`src/rtl/can_bt_pkg.sv`:
```
package can_bt_pkg;

  typedef enum logic [1:0] {
    SEG_SYNC = 2'd0,
    SEG_PH1  = 2'd1,
    SEG_PH2  = 2'd2
  } seg_e;

  function automatic logic vote3(input logic a, input logic b, input logic c);
    return (a & b) | (a & c) | (b & c);
  endfunction

endpackage

```
`src/rtl/can_bt_quantum.sv`:
```
module can_bt_quantum #(
  parameter int BRP_W = 6
) (
  input  logic             clk,
  input  logic             rst_n,
  input  logic [BRP_W-1:0] brp_i,
  input  logic             restart_i,
  output logic             tq_o,
  output logic             first_o
);
  localparam int PW = BRP_W + 1;

  logic [PW-1:0] pcnt_q, pcnt_d;
  logic [PW-1:0] limit;

  // last clock index of a quantum: 2*(brp+1)-1
  assign limit   = {brp_i, 1'b1};
  assign tq_o    = (pcnt_q == limit);
  assign first_o = (pcnt_q == '0);

  always_comb begin
    pcnt_d = pcnt_q + PW'(1);
    if (restart_i || tq_o) pcnt_d = '0;
  end

  always_ff @(posedge clk or negedge rst_n) begin
    if (!rst_n) pcnt_q <= '0;
    else        pcnt_q <= pcnt_d;
  end
endmodule

```
`src/rtl/can_bt_sampler.sv`:
```
module can_bt_sampler
  import can_bt_pkg::*;
(
  input  logic clk,
  input  logic rst_n,
  input  logic rx_i,
  input  logic tq_i,
  input  logic sample_i,
  input  logic triple_i,
  output logic bit_o
);
  logic [1:0] hist_q, hist_d;
  logic       bit_q, bit_d;

  always_comb begin
    hist_d = hist_q;
    bit_d  = bit_q;
    if (tq_i) hist_d = {hist_q[0], rx_i};
    if (sample_i) bit_d = triple_i ? vote3(rx_i, hist_q[0], hist_q[1]) : rx_i;
  end

  always_ff @(posedge clk or negedge rst_n) begin
    if (!rst_n) begin
      hist_q <= 2'b11;
      bit_q  <= 1'b1;
    end else begin
      hist_q <= hist_d;
      bit_q  <= bit_d;
    end
  end

  assign bit_o = bit_q;
endmodule

```
`src/rtl/can_bt_segfsm.sv`:
```
module can_bt_segfsm
  import can_bt_pkg::*;
#(
  parameter int SJW_W = 2,
  parameter int TS1_W = 4,
  parameter int TS2_W = 3
) (
  input  logic             clk,
  input  logic             rst_n,
  input  logic             tq_i,
  input  logic             fall_i,
  input  logic             bus_idle_i,
  input  logic             last_bit_i,
  input  logic [SJW_W-1:0] sjw_i,
  input  logic [TS1_W-1:0] tseg1_i,
  input  logic [TS2_W-1:0] tseg2_i,
  output seg_e             seg_o,
  output logic             restart_o,
  output logic             sample_o
);
  localparam int QW = TS1_W + 1;

  seg_e          seg_q, seg_d;
  logic [QW-1:0] q_q, q_d;
  logic [QW-1:0] ext_q, ext_d;
  logic          shrink_q, shrink_d;

  logic [QW-1:0] t1_w, t2_w, jw_w, qp1, ext_new, remain;
  logic [QW-1:0] ext_eff, ph1_last, ph2_last;
  logic          hard, rs_ok, late, early, early_restart, early_shrink, shrink_eff;

  always_comb begin
    t1_w   = QW'(tseg1_i);
    t2_w   = QW'(tseg2_i);
    jw_w   = QW'(sjw_i) + QW'(1);
    qp1    = q_q + QW'(1);
    ext_new = (qp1 < jw_w) ? qp1 : jw_w;
    remain = t2_w + QW'(1) - q_q;

    hard  = bus_idle_i & fall_i;
    rs_ok = ~bus_idle_i & fall_i & last_bit_i & (seg_q != SEG_SYNC);
    late  = rs_ok & (seg_q == SEG_PH1);
    early = rs_ok & (seg_q == SEG_PH2);
    early_restart = early & (remain <= jw_w);
    early_shrink  = early & ~early_restart;

    ext_eff    = late ? ext_new : ext_q;
    shrink_eff = shrink_q | early_shrink;
    ph1_last   = t1_w + ext_eff;
    ph2_last   = shrink_eff ? (t2_w - jw_w) : t2_w;

    restart_o = hard | early_restart;
    sample_o  = (seg_q == SEG_PH1) & tq_i & (q_q == ph1_last);
  end

  always_comb begin
    seg_d    = seg_q;
    q_d      = q_q;
    ext_d    = ext_q;
    shrink_d = shrink_q;
    if (restart_o) begin
      seg_d    = SEG_SYNC;
      q_d      = '0;
      ext_d    = '0;
      shrink_d = 1'b0;
    end else begin
      if (late)         ext_d    = ext_new;
      if (early_shrink) shrink_d = 1'b1;
      if (tq_i) begin
        unique case (seg_q)
          SEG_SYNC: begin
            seg_d = SEG_PH1;
            q_d   = '0;
          end
          SEG_PH1: begin
            if (q_q == ph1_last) begin
              seg_d = SEG_PH2;
              q_d   = '0;
            end else begin
              q_d = qp1;
            end
          end
          SEG_PH2: begin
            if (q_q == ph2_last) begin
              seg_d    = SEG_SYNC;
              q_d      = '0;
              ext_d    = '0;
              shrink_d = 1'b0;
            end else begin
              q_d = qp1;
            end
          end
          default: begin
            seg_d = SEG_SYNC;
            q_d   = '0;
          end
        endcase
      end
    end
  end

  always_ff @(posedge clk or negedge rst_n) begin
    if (!rst_n) begin
      seg_q    <= SEG_SYNC;
      q_q      <= '0;
      ext_q    <= '0;
      shrink_q <= 1'b0;
    end else begin
      seg_q    <= seg_d;
      q_q      <= q_d;
      ext_q    <= ext_d;
      shrink_q <= shrink_d;
    end
  end

  assign seg_o = seg_q;
endmodule

```
`src/rtl/can_bit_timer.sv`:
```
module can_bit_timer
  import can_bt_pkg::*;
#(
  parameter int BRP_W = 6,
  parameter int SJW_W = 2,
  parameter int TS1_W = 4,
  parameter int TS2_W = 3
) (
  input  logic             clk,
  input  logic             rst_n,
  input  logic             rx_i,
  input  logic             bus_idle_i,
  input  logic [BRP_W-1:0] brp_i,
  input  logic [SJW_W-1:0] sjw_i,
  input  logic [TS1_W-1:0] tseg1_i,
  input  logic [TS2_W-1:0] tseg2_i,
  input  logic             triple_i,
  output logic             bit_o,
  output logic             sample_o,
  output logic             tx_point_o,
  output logic             in_sync_o,
  output logic             in_seg1_o,
  output logic             in_seg2_o
);
  logic [1:0] rst_pipe;
  logic       rst_core_n;
  logic       rx_prev_q, rx_prev_d;
  logic       fall, tq, first, restart, smp;
  seg_e       seg;

  // reset asserts at once, releases after two clocks
  always_ff @(posedge clk or negedge rst_n) begin
    if (!rst_n) rst_pipe <= 2'b00;
    else        rst_pipe <= {rst_pipe[0], 1'b1};
  end
  assign rst_core_n = rst_pipe[1];

  assign rx_prev_d = rx_i;
  always_ff @(posedge clk or negedge rst_core_n) begin
    if (!rst_core_n) rx_prev_q <= 1'b1;
    else             rx_prev_q <= rx_prev_d;
  end
  assign fall = rx_prev_q & ~rx_i;

  can_bt_quantum #(.BRP_W(BRP_W)) u_quantum (
    .clk       (clk),
    .rst_n     (rst_core_n),
    .brp_i     (brp_i),
    .restart_i (restart),
    .tq_o      (tq),
    .first_o   (first)
  );

  can_bt_segfsm #(.SJW_W(SJW_W), .TS1_W(TS1_W), .TS2_W(TS2_W)) u_segfsm (
    .clk        (clk),
    .rst_n      (rst_core_n),
    .tq_i       (tq),
    .fall_i     (fall),
    .bus_idle_i (bus_idle_i),
    .last_bit_i (bit_o),
    .sjw_i      (sjw_i),
    .tseg1_i    (tseg1_i),
    .tseg2_i    (tseg2_i),
    .seg_o      (seg),
    .restart_o  (restart),
    .sample_o   (smp)
  );

  can_bt_sampler u_sampler (
    .clk      (clk),
    .rst_n    (rst_core_n),
    .rx_i     (rx_i),
    .tq_i     (tq),
    .sample_i (smp),
    .triple_i (triple_i),
    .bit_o    (bit_o)
  );

  assign sample_o   = smp;
  assign in_sync_o  = (seg == SEG_SYNC);
  assign in_seg1_o  = (seg == SEG_PH1);
  assign in_seg2_o  = (seg == SEG_PH2);
  assign tx_point_o = in_sync_o & first;
endmodule

```
`config.mk`:
```
export PLATFORM = sky130hd
export DESIGN_NAME = can_bit_timer
export DESIGN_NICKNAME = d
export VERILOG_FILES = /design/src/rtl/can_bt_pkg.sv /design/src/rtl/can_bt_quantum.sv /design/src/rtl/can_bt_sampler.sv /design/src/rtl/can_bt_segfsm.sv /design/src/rtl/can_bit_timer.sv
export SDC_FILE = /design/constraint.sdc
export NUM_CORES = 1
export LEC_CHECK = 0
export BUFFER_PORTS_ARGS = -buffer_cell sky130_fd_sc_hd__buf_4
export CAP_MARGIN = 15
export CORE_ASPECT_RATIO = 0.7
export CORE_MARGIN = 2
export CORE_UTILIZATION = 45
export DETAILED_ROUTE_END_ITERATION = 10
export HOLD_SLACK_MARGIN = 0.03
export PLACE_DENSITY = 0.67
export SYNTH_ARGS = -nofsm -noshare
export SYNTH_HDL_FRONTEND = slang
export SYNTH_SLANG_ARGS = --single-unit
```
`constraint.sdc`:
```
create_clock -name clk -period 3.7 [get_ports clk]
set_input_delay 0.185 -clock clk [delete_from_list [all_inputs] [get_ports clk]]
set_output_delay 0.185 -clock clk [all_outputs]
set_load 0.01 [all_outputs]
```
## Word-level counts from Yosys, hierarchy flattened

Cells that the tools add are included.

- Reductions and logical operators: 6
- Shift operators: 0
- Bitwise operators: 22
- $add $sub $neg: 7
- Equality and inequality tests: 7
- Muxes and demuxes: 24
- $mul: 0
- $lt $le $gt $ge: 2
- Div/mod/pow operators: 0

Operators by type and width:

| kind | number |
|---|---|
| $mux 5 | 11 |
| $and 1x1->1 | 15 |
| $eq 5x5->1 | 2 |
| $pmux 5 s2 | 1 |
| $mux 2 | 4 |
| $add 7x1->7 const B | 1 |
| $eq 7x7->1 | 1 |
| $logic_not 7->1 | 1 |
| $mux 7 | 1 |
| $mux 1 | 6 |
| $ne 3x1->1 const B | 2 |
| $pmux 2 s3 | 1 |
| $add 4x5->5 | 1 |
| $add 5x1->5 const B | 1 |
| $le 5x5->1 | 1 |
| $lt 5x5->1 | 1 |
| $sub 3x5->5 | 1 |
| $sub 5x5->5 | 1 |
| $add 3x1->4 const B | 1 |
| $or 1x1->1 | 4 |
| $reduce_bool 2->1 | 2 |
| $add 2x1->3 const B | 1 |
| $not 1->1 | 3 |
| $reduce_and 3->1 | 1 |
| 4 further kinds | 4 |

- RAM bits: 0
- Bits in latches: 0
- Output and inout port bits: 6
- Memories kept: 0
- Input port bits: 20
- Bits in registers: 26
- Memory bits (read-only): 0

## Longest topological paths before layout

- Word-level depth: 16
- Mapped depth: 20
- Gate-level depth less buffers: 19

## Cells and area by module

Synthesis repeated with hierarchy kept, for this count alone.

- Cells, all modules: 230
- Area total of the unflattened synthesis: 2282.2 sq um

By module, submodules not included:

| module | sequential area each (sq um) | cells an instance | area each (sq um) | instances |
|---|---|---|---|---|
| can_bt_segfsm | 325.3 | 163 | 1527.7 | 1 |
| can_bt_quantum | 175.2 | 47 | 506.7 | 1 |
| can_bt_sampler | 78.8 | 11 | 135.1 | 1 |
| can_bit_timer | 76.3 | 9 | 112.6 | 1 |

## Least setup slack after synthesis

OpenSTA, ideal clock, no wires.

- Path kind: register to register
- Start point: register u_segfsm.q_q[1]
- End point: register u_segfsm.q_q[0]
- Period minus slack after synthesis: 3986 ps
- Library setup time: 125 ps
- Data arrival time: 3862 ps
- Slack: -286 ps
- Stages on the path, launching flop included: 19
- Buffers on the path: 1
- Path through: dfrtp_1 ha_1 ha_1 a21boi_0 o21ai_0 and3b_1 clkbuf_1 mux2i_1 mux2_2 ha_1 fa_1 a21o_1 a21oi_1 xnor2_1 xnor2_1 nor3_1 nand2b_1 o21ai_2 mux2_2

- Longest elaborated chain between the ends: 12
- Elaborated cells on any way between the ends: 21
- Those cells by class: 3 x add/sub; 2 x order compare; 2 x eq/ne; 8 x mux; 5 x bitwise; 1 x reduce/logical

RTL lines:

| what | line | source |
|---|---|---|
| start: declaration | can_bt_segfsm.sv:24 | `logic [QW-1:0] q_q, q_d;` |
| start signal: assignment | can_bt_segfsm.sv:110 | `q_q <= q_d;` |
| parallel branches: the longest is 12 deep, another holds $add 5x1->5 | - |  |

Several ways; the timed one is not identified. The select of a mux whose other input is x is not followed.
A chain may end at the register's enable or synchronous reset.

## Final worst setup path

- Start point: register u_segfsm.q_q[0]
- End point: output port sample_o

- Longest elaborated chain between the ends: 7

RTL lines:

| what | line | source |
|---|---|---|
| $add 5x1->5 | can_bt_segfsm.sv:36 | `qp1 = q_q + QW'(1);` |
| $lt 5x5->1 | can_bt_segfsm.sv:37 | `ext_new = (qp1 < jw_w) ? qp1 : jw_w;` |
| $mux 5 | can_bt_segfsm.sv:37 |  |
| $mux 5 | can_bt_segfsm.sv:47 | `ext_eff = late ? ext_new : ext_q;` |
| $add 4x5->5 | can_bt_segfsm.sv:49 | `ph1_last = t1_w + ext_eff;` |
| $eq 5x5->1 * | can_bt_segfsm.sv:53 | `sample_o = (seg_q == SEG_PH1) & tq_i & (q_q == ph1_last);` |
| $and 1x1->1 * | can_bt_segfsm.sv:53 |  |
| end: declaration | can_bit_timer.sv:19 | `output logic sample_o,` |

Mark *: on every way between the ends. The rest lies on a longest branch, timed or not.

==> impl_metrics.env <==
export IMPL_min_period_over_period=1.03
export IMPL_ys_types=52
export IMPL_critPathBufInv=2
export IMPL_synth_seq_area_share=0.290
export IMPL_relSlewSlack=0.335
export IMPL_grt_max_degree=25
export IMPL_leakage_uw=0.00141
export IMPL_drive_gt1_frac=0.345
export IMPL_wl_per_cell_um=14.2
export IMPL_startpoint_type="flop"
export IMPL_dpl_cell_area_sq_um=2680
export IMPL_min_path_type="input port to flop"
export IMPL_maxCapViolCount=0
export IMPL_cp_end_kind="primary output"
export IMPL_die_height_um=63.3
export IMPL_final_cell_area_sq_um=2920
export IMPL_fin_crit_ps=3800
export IMPL_setup_viol=2
export IMPL_fin_cells=356
export IMPL_drt_first_pass_iters=4
export IMPL_rsz0062_at_grt="yes"
export IMPL_synthAdderAreaFrac=0.179
export IMPL_syn_num_nets=284
export IMPL_grt_pass1_vias=1749
export IMPL_antenna_found_initial=0
export IMPL_drt_wl_total_um=5050
export IMPL_synth_ff_type="dfrtp_1"
export IMPL_cts_tree="built"
export IMPL_synth_area_mux_share=0.0470
export IMPL_synthTopCellsByCount="ha_1, dfrtp_1, inv_1"
export IMPL_synth_top_family_by_area="simple AND/OR/NAND/NOR gates"
export IMPL_synthSimpleGateAreaFrac=0.188
export IMPL_critPathTopFamily="adder cells"
export IMPL_vias=1780
export IMPL_synth_edff_count=0
export IMPL_grt_total_usage=0.199
export IMPL_drc=0
export IMPL_antenna_left=0
export IMPL_fin_nets=338
export IMPL_dieArea_sq_um=5620
export IMPL_path_cells="ha_4 -> ha_4 -> a21boi_2 -> o21ai_1 -> and3b_2 -> mux2i_1 -> mux2_4 -> ha_4 -> fa_2 -> buf_4 -> xor2_1 -> xnor2_1 -> nand3_1 -> nor3_2 -> and3_4 -> buf_6"
export IMPL_clock_skew_ps=6.84
export IMPL_power_uw=867
export IMPL_die_x_um=88.8
export IMPL_setup_slack_ps=-96.1
export IMPL_synth_most_common_cell="ha_1"
export IMPL_cp_slowest_stage_delay_ps=420
export IMPL_vdd_drop_max_v=0.000176
export IMPL_hpwl_um=3880
export IMPL_drt_iter0_markers=200
export IMPL_place_gp_congestion=0.829
export IMPL_cts_sinks=26
export IMPL_initial_core_util=0.471
export IMPL_hold_viol=0
export IMPL_async_flop_share=1.00
export IMPL_slew_viol_final=0
export IMPL_clk_path_buf_depth=2
export IMPL_synth_top_cell_area_share=0.243
export IMPL_clk_root_buffer_cell="clkbuf_8"
export IMPL_syn_inst=234
export IMPL_cts_buffers_inserted=3
export IMPL_synth_area_sq_um=2260
export IMPL_worstPathArrival_ps=3610
export IMPL_required_ps=3510
export IMPL_synth_top_cell_by_area="dfrtp_1"
export IMPL_violations="setup timing"
export IMPL_io_buffers=25
export IMPL_grt_first_pass_wirelength_um=8660
export IMPL_vias_per_cell=5.00
export IMPL_cpMaxStageDelayCell="dfrtp_1"
export IMPL_cts_max_level=1
export IMPL_numPlacedInstances=342
export IMPL_status="complete, but fails checks"
export IMPL_areaGrowthSynthToFinish_pct=28.9
export IMPL_synthTopCellsByArea="dfrtp_1, ha_1, xnor2_1, dfstp_2, xor2_1"
export IMPL_clk_pin_slew_ps=90
export IMPL_grt_overflow=0
export IMPL_place_ws_ps=-141
export IMPL_synth_xor_area_frac=0.104
export IMPL_rows=21
export IMPL_synth_compound_area_frac=0.136
export IMPL_power_density_nw_per_um2=297
export IMPL_final_core_util=0.607
export IMPL_max_slew_worst_pin_slew_ps=998
export IMPL_coreArea_sq_um=4810
export IMPL_n_antenna_cell=0
export IMPL_pin_count=26
export IMPL_max_freq_mhz=263
export IMPL_critical_path_max_fanout=2
export IMPL_avgSynthCellArea_sq_um=9.67
export IMPL_clock_latency_ps=280
export IMPL_crit_type="flop to primary output"
export IMPL_crit_top_cell="ha_4"
export IMPL_ys_seq_elements=26
export IMPL_ys_warnings_count=0
-- stage by stage --
step | setup TNS (ps) | hold WS (ps)
after floorplan | -2.42 | -111
after global placement | -109 | -31.8
after detailed placement | -775 | -32.3
after CTS | -156 | 33.7
after global routing | -1860 | 184
final | -162 | 182
-- cell type report --
class                           instances  area, sq um
Multi-Input combinational cell        181         1610
Sequential cell                        26          657
Clock buffer                            4         55.1
Tap cell                               69         86.3
Fill cell                             411         1890
Inverter                               21         78.8
Timing Repair Buffer                   55          425
-- state kept, by name, indices dropped and copies added, names as in the netlist --
register and cells:
rst_pipe 2, rx_prev_q 1, u_quantum.pcnt_q 7, u_sampler.bit_o 1, u_sampler.hist_q 2, u_segfsm.ext_q 5
u_segfsm.q_q 5, u_segfsm.seg_o 2, u_segfsm.shrink_q 1
-- repair_timing --
action / in CTS / in global routing
endpoints found under the hold margin: 2 / 1
buffers inserted: 4 / 4
pin swaps: 8 / 10
setup endpoints to repair: 11 / 17
hold buffers: 1 / 1
resized for setup: 15 / 6
-- layer usage --
metal	part of all wire	track usage	vias up	routed length, um
li1	-	-	917	-
met1	0.57	0.334	835	2880
met2	0.39	0.266	24	1980
met3	0.031	0.0354	4	154
met4	0.0057	0.0284	0	29
met5	0	0	-	0
-- power by group --
part           switching, uW  internal, uW
Sequential              44.8           325
Clock                   92.7          95.3
Combinational            146           163
Total                    283           584
-- path summary, 6_finish.rpt --
path                            startpoint             endpoint  slack [ps]  cells after the start
max reg2reg                u_segfsm.q_q[0]      u_sampler.bit_o         -70                     18
min reg2reg                    rst_pipe[0]          rst_pipe[1]         360                      0
max                        u_segfsm.q_q[0]             sample_o        -100                     16
min                                   rx_i  u_sampler.hist_q[0]         180                      2
max in group asynchronous      rst_pipe[1]      u_segfsm.q_q[1]        2600                      0
min in group asynchronous            rst_n          rst_pipe[0]         220                      2
-- cells in the final DEF, fill, tap and decap left out, drive strengths merged, types with 2 or more instances in the layout --
master and count:
a211o 2, a21o 3, a21oi 8, a22o 3, and2 6, and3 9
buf 53, clkbuf 4, dfrtp 22, dfstp 4, dlygate4sd3 2, fa 4
ha 26, inv 21, mux2 5, mux2i 5, nand2 14, nand2b 4
nand3 7, nand3b 2, nand4 3, nor2 15, nor2b 2, nor3 4
nor4 2, o211ai 2, o21ai 8, o31a 3, o41ai 3, or2b 4
xnor2 16, xor2 11
-- logic make-up after synthesis --
logic type,count (synthesis)
simple gates,75
compound gates,38
fa+ha+maj,30
xor+xnor,27
buf+inv,27
flops,26
mux,10
other cells,1
Power figures use the tool's default switching activity.
